==> config.mk <==
export PLATFORM = sky130hd
export DESIGN_NAME = pseudo_irq_aggregator
export DESIGN_NICKNAME = d
export VERILOG_FILES = /design/src/rtl/pic_pkg.sv /design/src/rtl/pic_cause_reg.sv /design/src/rtl/pic_mask_reg.sv /design/src/rtl/pic_irq_gen.sv /design/src/rtl/pseudo_irq_aggregator.sv
export SDC_FILE = /design/constraint.sdc
export NUM_CORES = 1
export LEC_CHECK = 0
export CAP_MARGIN = 20
export CORE_UTILIZATION = 43
export CTS_BUF_LIST = sky130_fd_sc_hd__clkbuf_8
export CTS_CLUSTER_SIZE = 40
export DETAILED_ROUTE_END_ITERATION = 12
export PLACE_DENSITY = 0.82
export RECOVER_POWER = 100
export SLEW_MARGIN = 20
export SYNTH_ARGS = -nofsm -noshare
export SYNTH_HDL_FRONTEND = slang
export SYNTH_SLANG_ARGS = --single-unit
==> constraint.sdc <==
create_clock -name clk -period 1.6 [get_ports clk]
set_input_delay 0.16 -clock clk [delete_from_list [all_inputs] [get_ports clk]]
set_output_delay 0.16 -clock clk [all_outputs]
set_load 0.02 [all_outputs]
==> src/rtl/pic_pkg.sv <==
package pic_pkg;
  localparam int unsigned PIC_BUS_W  = 32;
  localparam int unsigned PIC_ADDR_W = 4;
  localparam int unsigned PIC_BANKS  = 3;

  typedef enum logic [1:0] {
    BANK_RX   = 2'd0,
    BANK_TX   = 2'd1,
    BANK_MISC = 2'd2
  } bank_id_e;

  typedef enum logic [1:0] {
    ACC_IDLE  = 2'd0,
    ACC_READ  = 2'd1,
    ACC_WRITE = 2'd2
  } acc_kind_e;
endpackage

==> src/rtl/pic_cause_reg.sv <==
module pic_cause_reg #(
  parameter int unsigned N = 3
) (
  input  logic         clk,
  input  logic         rst_n,
  input  logic [N-1:0] set_i,
  input  logic         clr_i,
  output logic [N-1:0] cause_o
);
  logic [N-1:0] cause_q;
  logic [N-1:0] cause_d;

  for (genvar b = 0; b < N; b++) begin : g_bit
    always_comb begin
      cause_d[b] = (cause_q[b] & ~clr_i) | set_i[b];
    end

    always_ff @(posedge clk or negedge rst_n) begin
      if (!rst_n) cause_q[b] <= 1'b0;
      else        cause_q[b] <= cause_d[b];
    end
  end

  assign cause_o = cause_q;

  // every request seen at an edge is recorded
  a_r2_capture: assert property (@(posedge clk) disable iff (!rst_n)
    (set_i != '0) |=> ((cause_q & $past(set_i)) == $past(set_i)));

  // without a clearing read no bit is lost
  a_r3_sticky: assert property (@(posedge clk) disable iff (!rst_n)
    !clr_i |=> ((cause_q & $past(cause_q)) == $past(cause_q)));

  // after a clearing read only the live requests remain
  a_r4_clear_reload: assert property (@(posedge clk) disable iff (!rst_n)
    clr_i |=> (cause_q == $past(set_i)));
endmodule

==> src/rtl/pic_mask_reg.sv <==
module pic_mask_reg #(
  parameter int unsigned W = 32
) (
  input  logic         clk,
  input  logic         rst_n,
  input  logic         wr_i,
  input  logic [W-1:0] wdata_i,
  output logic [W-1:0] mask_o
);
  logic [W-1:0] mask_q;
  logic [W-1:0] mask_d;

  always_comb begin
    mask_d = mask_q;
    if (wr_i) mask_d = wdata_i;
  end

  always_ff @(posedge clk or negedge rst_n) begin
    if (!rst_n) mask_q <= '1;
    else        mask_q <= mask_d;
  end

  assign mask_o = mask_q;

  // the mask only changes on a write to it
  a_r5_hold: assert property (@(posedge clk) disable iff (!rst_n)
    !wr_i |=> $stable(mask_q));

  // a write lands in full
  a_r5_load: assert property (@(posedge clk) disable iff (!rst_n)
    wr_i |=> (mask_q == $past(wdata_i)));
endmodule

==> src/rtl/pic_irq_gen.sv <==
module pic_irq_gen #(
  parameter int unsigned N = 3,
  parameter int unsigned W = 32
) (
  input  logic         clk,
  input  logic         rst_n,
  input  logic [N-1:0] cause_i,
  input  logic [N-1:0] req_i,
  input  logic [W-1:0] mask_i,
  output logic         irq_o
);
  localparam int unsigned PAD = W - N;

  logic [W-1:0] active_w;
  logic         irq_d;
  logic         irq_q;

  always_comb begin
    active_w = {{PAD{1'b0}}, cause_i | req_i};
    irq_d    = |(active_w & ~mask_i);
  end

  always_ff @(posedge clk or negedge rst_n) begin
    if (!rst_n) irq_q <= 1'b0;
    else        irq_q <= irq_d;
  end

  assign irq_o = irq_q;

  // a fully set mask silences the line at the next edge
  a_r7_all_masked: assert property (@(posedge clk) disable iff (!rst_n)
    (&mask_i) |=> !irq_o);

  // nothing pending and nothing requested gives a quiet line
  a_r6_idle_low: assert property (@(posedge clk) disable iff (!rst_n)
    ((cause_i == '0) && (req_i == '0)) |=> !irq_o);
endmodule

==> src/rtl/pseudo_irq_aggregator.sv <==
module pseudo_irq_aggregator
  import pic_pkg::*;
#(
  parameter int unsigned N_BANKS    = PIC_BANKS,
  parameter int unsigned DATA_W     = PIC_BUS_W,
  parameter int unsigned ADDR_W     = PIC_ADDR_W,
  parameter logic [ADDR_W-1:0] CAUSE_ADDR = 'h0,
  parameter logic [ADDR_W-1:0] MASK_ADDR  = 'h4
) (
  input  logic               clk,
  input  logic               rst_n,
  input  logic [N_BANKS-1:0] bank_req,
  input  logic               bus_en,
  input  logic               bus_we,
  input  logic [ADDR_W-1:0]  bus_addr,
  input  logic [DATA_W-1:0]  bus_wdata,
  output logic [DATA_W-1:0]  bus_rdata,
  output logic               host_irq
);
  localparam int unsigned PAD = DATA_W - N_BANKS;

  // reset: asserted asynchronously, released on the clock
  logic rst_meta_q;
  logic rst_sync_q;

  always_ff @(posedge clk or negedge rst_n) begin
    if (!rst_n) begin
      rst_meta_q <= 1'b0;
      rst_sync_q <= 1'b0;
    end else begin
      rst_meta_q <= 1'b1;
      rst_sync_q <= rst_meta_q;
    end
  end

  // access decode
  acc_kind_e          acc_kind;
  logic               hit_cause;
  logic               hit_mask;
  logic               cause_clr;
  logic               mask_wr;
  logic [N_BANKS-1:0] cause_w;
  logic [DATA_W-1:0]  mask_w;

  always_comb begin
    if (!bus_en)     acc_kind = ACC_IDLE;
    else if (bus_we) acc_kind = ACC_WRITE;
    else             acc_kind = ACC_READ;

    hit_cause = (bus_addr == CAUSE_ADDR);
    hit_mask  = (bus_addr == MASK_ADDR);
    cause_clr = (acc_kind == ACC_READ)  && hit_cause;
    mask_wr   = (acc_kind == ACC_WRITE) && hit_mask;
  end

  pic_cause_reg #(.N(N_BANKS)) u_cause (
    .clk     (clk),
    .rst_n   (rst_sync_q),
    .set_i   (bank_req),
    .clr_i   (cause_clr),
    .cause_o (cause_w)
  );

  pic_mask_reg #(.W(DATA_W)) u_mask (
    .clk     (clk),
    .rst_n   (rst_sync_q),
    .wr_i    (mask_wr),
    .wdata_i (bus_wdata),
    .mask_o  (mask_w)
  );

  pic_irq_gen #(.N(N_BANKS), .W(DATA_W)) u_irq (
    .clk     (clk),
    .rst_n   (rst_sync_q),
    .cause_i (cause_w),
    .req_i   (bank_req),
    .mask_i  (mask_w),
    .irq_o   (host_irq)
  );

  // read data mux
  always_comb begin
    bus_rdata = '0;
    if (acc_kind == ACC_READ) begin
      if (hit_cause)     bus_rdata = {{PAD{1'b0}}, cause_w};
      else if (hit_mask) bus_rdata = mask_w;
    end
  end

  // bits above the banks never show up in a pseudo-cause read
  a_r2_upper_zero: assert property (@(posedge clk) disable iff (!rst_sync_q)
    cause_clr |-> (bus_rdata[DATA_W-1:N_BANKS] == '0));

  // unmapped reads return zero
  a_r9_unmapped_zero: assert property (@(posedge clk) disable iff (!rst_sync_q)
    ((acc_kind == ACC_READ) && !hit_cause && !hit_mask) |-> (bus_rdata == '0));
endmodule

==> results.tsv, run 1 <==
metric	value	unit
diode count	0	
outcome	finished, violations left	
flop2flop setup slack	650	ps
die area	4250	µm²
total track usage	21.6	%
final setup margin	-15.2	ps
largest net degree at the start of global routing	37	
Post-Synth XOR/XNOR Area	0	%
Initial Util	45.9	%
Post-synth top flop	dfstp_2	
power per cell area	868	nW/µm²
Finished Layout Cells	260	
Crit Path Max Fanout	8	
Final min period	1620	ps
number of nets in the layout	254	
Cell variety after synth	21	
Hold WC Path Type	in -> async	
Syn-to-layout area delta	61.7	%
Pleak	1.19	nW
adder-cell area share of the yosys netlist	0	%
Worst-Skew Late Latency	290	ps
core area	3740	µm²
pre-CTS setup slack	-821	ps
Layout Skew	5.58	ps
relative slew slack	43.6	%
Die H	65.2	µm
Final Routed Wirelength	4060	µm
most used cell, CP	buf_6	
Crit path max-delay family	simple AND/OR/NAND/NOR gates	
Num CTS Buffers	5	
cell taking the most area after synthesis	dfstp_2	
Worst setup SP type	primary input	
Congestion Overflow GR	0	
Worst Tran Pin Value	847	ps
FMAX	619	MHz
fillers	260	
syn_nets	166	
Final Hold Fails	0	
failing checks	setup timing	
synth warn	0	
post-synthesis async set-or-reset flop share	100	%
number of synthesized flops with an enable pin	0	
Worst Path Buf+Inv	4	
final period utilization	101	%
via count	1252	
Root Driver	clkbuf_8	
kind of critical path	in -> out	
Sink Count	38	
number of vias per cell	4.82	
Buffers on Ports	75	
R2R Path Start	rst_sync_q$_DFF_PN0_	
simple-gate share of the synthesized area	15.2	%
Final setup viols	10	
drc violations	0	
count leader, synth	dfstp_2	
reg2reg end	u_cause.cause_o[0]$_DFF_PN0_	
post-synth top area share	48.9	%
CTS tree	yes	
mapped cell area	1720	µm²
layout cell share with drive strength beyond 1	64.2	%
Pre-antenna DRT Iters	4	
Clk pin slew, worst setup/hold paths	60	ps
Pins Over Slew Limit	0	
Detailed Route Iter0 Violations	46	
largest stage delay on the critical path	550	ps
sequential-to-total area share from yosys stat	57.6	%
RSZ-0062 raised after global routing	yes	
Max Cap Viol	0	
mux contribution to synthesized area	21.0	%
ANT nets after route	0	
Worst Path Arrival	1460	ps
clk buf depth	2	
Top Ports	76	
Max VDD drop	0.669	mV
gp weighted congestion	0.795	
dpl hpwl	2690	µm
Rows	22	
R2R depth	1	
vias in the first global route	1361	
H-tree depth	2	
WP data required	1440	ps
largest family of logic cells by synthesized area	multiplexers	
commonest cells in the synthesized netlist	dfstp_2, mux2_2, and2_1	
# placed instances	247	
synthesized area per cell	14.0	µm²
slowest CP cell	or4b_4	
antenna violations before repair	0	
critical path endpoint category	output pin	
Seq cells post-synth	38	
Cells after Synth	123	
post-synthesis compound-gate area fraction	3.78	%
top post-synthesis cells by area	dfstp_2, mux2_2, and2_1	
crit path cell chain	buf_6 -> or4b_4 -> nor2_4 -> buf_6 -> buf_12 -> a22o_1 -> buf_6	
wire per inst	15.6	µm
Die W	65.2	µm
first-pass GRT wire length	6710	µm
-- repair_timing --
item	CTS	global route
setup endpoints to repair	59	32
pin swaps	4	14
buffers inserted	4	0
hold buffers	0	0
endpoints found under the hold margin	0	0
resized for setup	211	4
cloned	2	0
-- cells in the final DEF, fill, tap and decap left out --
cell	instances
a21o_1	3
a22o_1	3
and2_1	16
and2_4	13
buf_12	2
buf_16	2
buf_2	2
buf_4	22
buf_6	19
clkbuf_2	1
clkbuf_8	8
clkdlybuf4s50_1	36
conb_1	1
dfrtp_1	6
dfstp_1	1
dfstp_2	31
dlygate4sd2_1	2
dlygate4sd3_1	1
mux2_1	2
mux2_2	30
nand2_1	1
nand2b_4	1
nor2_1	2
nor2_4	1
nor3_4	1
nor4_4	1
o21bai_1	1
o221ai_1	1
or3_4	1
or4b_4	1
-- state kept, by name, summed over array words and instances (netlist names) --
name             count
u_cause.cause_o      3
rst_meta_q           1
u_irq.irq_o          1
u_mask.mask_o       32
rst_sync_q           1
-- cell type report --
type | instances | area, µm² | area share (%)
tap | 48 | 60.1 | 2.16
multi-input combinational | 79 | 742 | 26.7
timing repair buffer | 87 | 877 | 31.5
sequential | 38 | 991 | 35.6
clock buffer | 8 | 110 | 3.96
-- cells by family after synthesis --
kind of cell / Yosys count
flip-flops: 38
buffers and inverters: 6
AND/OR/NAND/NOR: 38
other: 1
AO/OA/AOI/OAI: 8
multiplexers: 32
-- per-stage QoR --
step	utilization, %	hold slack [ps]	power, mW	instance area (µm²)	TNS (ps)
after floorplan	-	-136	1.48	1720	0
after global placement	68.6	280	1.65	2570	-32700
after detailed placement	68.6	285	1.67	2570	-36660
after CTS	73.8	24.5	2.44	2760	-30.9
after global routing	74.3	98.2	2.53	2780	-1150
final	74.3	101	2.41	2780	-34.0
-- layer usage --
layer	vias up	routed length, µm	global-route usage [%]	share of wire (%)
met3	8	301	5.21	7.4
met5	-	0	0	0
met2	61	2040	35.8	50
li1	595	-	-	-
met4	0	70	9.78	1.7
met1	588	1650	26.4	41
-- how the worst max path moves through the flow --
| stage | start | endpoint | slack (ps) | depth (start not counted) |
|---|---|---|---|---|
| 3_5_place_dp | bus_we | bus_rdata[0] | -820 | 6 |
| 4_1_cts | bus_addr[1] | bus_rdata[19] | -6 | 7 |
| 6_report | bus_addr[0] | bus_rdata[0] | -20 | 7 |
| 3_3_place_gp | bus_we | bus_rdata[8] | -780 | 6 |
| 2_1_floorplan | bus_we | bus_rdata[2] | 170 | 4 |
| 5_1_grt | bus_addr[0] | bus_rdata[30] | -60 | 7 |
-- where the power goes --
group          switching, mW  internal, mW  total, mW
Clock                  0.315         0.435      0.749
Sequential            0.0808          1.24       1.32
Combinational          0.113         0.235      0.349
No activity file was read; power rests on OpenSTA's default activity.
==> inputs of run 2 (changes only) <==
==> constraint.sdc (replaced) <==
create_clock -name clk -period 1.6 [get_ports clk]
set_input_delay 0.16 -clock clk [delete_from_list [all_inputs] [get_ports clk]]
set_output_delay 0.16 -clock clk [all_outputs]
set_load 0.05 [all_outputs]
==> run 2 against run 1 <==
Against the previous run: the flow still finishes with violations (setup timing); first-iteration DRC count shrank 28%; register-to-register slack worse by 190 ps; global-route usage rose by 6.1 points; fmax fell by 8.6%; routed wire length up 33%; via count rose by 8.5%; worst hold slack better by 2.1 ps; clock skew fell by 1.6 ps; critical path type unchanged; largest cell class is now non-clock buffers.
==> results.tsv, run 2 (synthesized netlist as in run 1, its figures left out) <==
metric	value	unit
Buffers on Ports	75	
pre-CTS setup slack	-392	ps
Crit Path Max Fanout	5	
Worst Tran Pin Value	766	ps
Num CTS Buffers	5	
cell area after placement	2950	µm²
# hold bufs at CTS	0	
number of vias per cell	5.07	
Worst setup SP type	primary input	
Worst Path Arrival	1610	ps
Hold WC Path Type	in -> async	
clk buf depth	2	
Top Ports	76	
ANT nets after route	0	
Worst-Skew Late Latency	290	ps
power per cell area	780	nW/µm²
CTS tree	yes	
Initial Util	45.9	%
wire per inst	20.1	µm
Die H	65.2	µm
RSZ-0062 raised after global routing	yes	
Max VDD drop	0.860	mV
Detailed Route Iter0 Violations	33	
Rows	22	
Pleak	1.34	nW
final setup margin	-167	ps
Congestion Overflow GR	0	
Sink Count	38	
critical path endpoint category	output pin	
Pre-antenna DRT Iters	4	
outcome	finished, violations left	
dpl hpwl	3330	µm
commonest non-fill, non-tap cells in the layout	clkdlybuf4s50_1, buf_12, dfstp_2	
Clk pin slew, worst setup/hold paths	70	ps
via count	1359	
first-pass GRT wire length	8410	µm
number of nets in the layout	262	
largest net degree at the start of global routing	33	
FMAX	566	MHz
Final Hold Fails	0	
relative slew slack	48.9	%
total track usage	27.6	%
Pins Over Slew Limit	0	
kind of critical path	in -> out	
antenna violations before repair	0	
Syn-to-layout area delta	89.0	%
Die W	65.2	µm
gp weighted congestion	0.797	
max reg flops	32	
WP data required	1440	ps
Root Driver	clkbuf_8	
final core occ	86.8	%
Final min period	1770	ps
Final Routed Wirelength	5380	µm
failing checks	setup timing	
Final setup viols	32	
layout cell share with drive strength beyond 1	73.2	%
Max Cap Viol	0	
vias in the first global route	1622	
Layout Skew	4.01	ps
H-tree depth	2	
core area	3740	µm²
diode count	0	
die area	4250	µm²
fin area	3250	µm²
drc violations	0	
final period utilization	110	%
commonest non-fill, non-tap cell in the layout	clkdlybuf4s50_1	
==> run 2: critical path, stage by stage <==
cell and delay [ps]:
buf_6 100, or4b_4 570, nor2_4 140, buf_6 110, buf_6 120, buf_6 120
and2_4 160, buf_12 130
==> run 2: stage by stage <==
step           TNS (ps)  instances  total power, mW  hold WS, ps
6_report          -4270        268             2.53          103
3_3_place_gp     -15160        250             1.68          335
4_1_cts           -2840        270             2.53         36.2
2_1_floorplan         0        123             1.50         -136
3_5_place_dp     -17230        250             1.72          342
5_1_grt           -5160        268             2.62         94.5
==> run 2: worst paths after layout <==
check,startpoint,end,slack [ps],cells past startpoint
worst max-delay path,bus_addr[1],bus_rdata[30],-170,8
worst min-delay path,rst_n,rst_meta_q$_DFF_PN0_,100,1
worst max register to register,rst_sync_q$_DFF_PN0_,u_mask.mask_o[18]$_DFFE_PN1P_,460,1
worst min register to register,rst_meta_q$_DFF_PN0_,rst_sync_q$_DFF_PN0_,370,0
max in group asynchronous,rst_sync_q$_DFF_PN0_,u_mask.mask_o[18]$_DFFE_PN1P_,460,1
min in group clk,rst_meta_q$_DFF_PN0_,rst_sync_q$_DFF_PN0_,370,0
==> run 2: per-layer routing <==
metal	up-vias	wire length [µm]	track usage [%]
met3	14	352	8.16
met1	670	1950	28.1
met4	0	157	11.7
li1	610	-	-
met2	65	2920	51.7
met5	-	0	0
==> run 2: cell type report <==
type | count | area [µm²]
clock buffers | 5 | 68.8
clock inverters | 3 | 40.0
fillers | 172 | 494
multi-input cells | 79 | 808
flip-flops and latches | 38 | 991
well taps | 48 | 60.1
repair buffers | 95 | 1280
==> run 2: repair_timing <==
item	4_1_cts	5_1_grt
gates resized for setup	63	2
pin swaps	33	2
gates cloned	4	0
setup endpoints to repair	32	32
buffers inserted	8	0
==> run 2: where the power goes <==
part | switching [mW] | internal (mW)
Sequential | 0.112 | 1.24
Combinational | 0.142 | 0.253
Clock | 0.331 | 0.458
Total | 0.585 | 1.95
==> inputs of run 3 (changes only) <==
--- a/config.mk
+++ b/config.mk
@@ -8,6 +8,7 @@
 export CAP_MARGIN = 20
 export CORE_UTILIZATION = 43
 export CTS_BUF_LIST = sky130_fd_sc_hd__clkbuf_8
+export CTS_CLUSTER_DIAMETER = 40
 export CTS_CLUSTER_SIZE = 40
 export DETAILED_ROUTE_END_ITERATION = 12
 export PLACE_DENSITY = 0.82
==> results of run 3 <==
No change in the layout: final DEF, timing and power equal those of run 2.
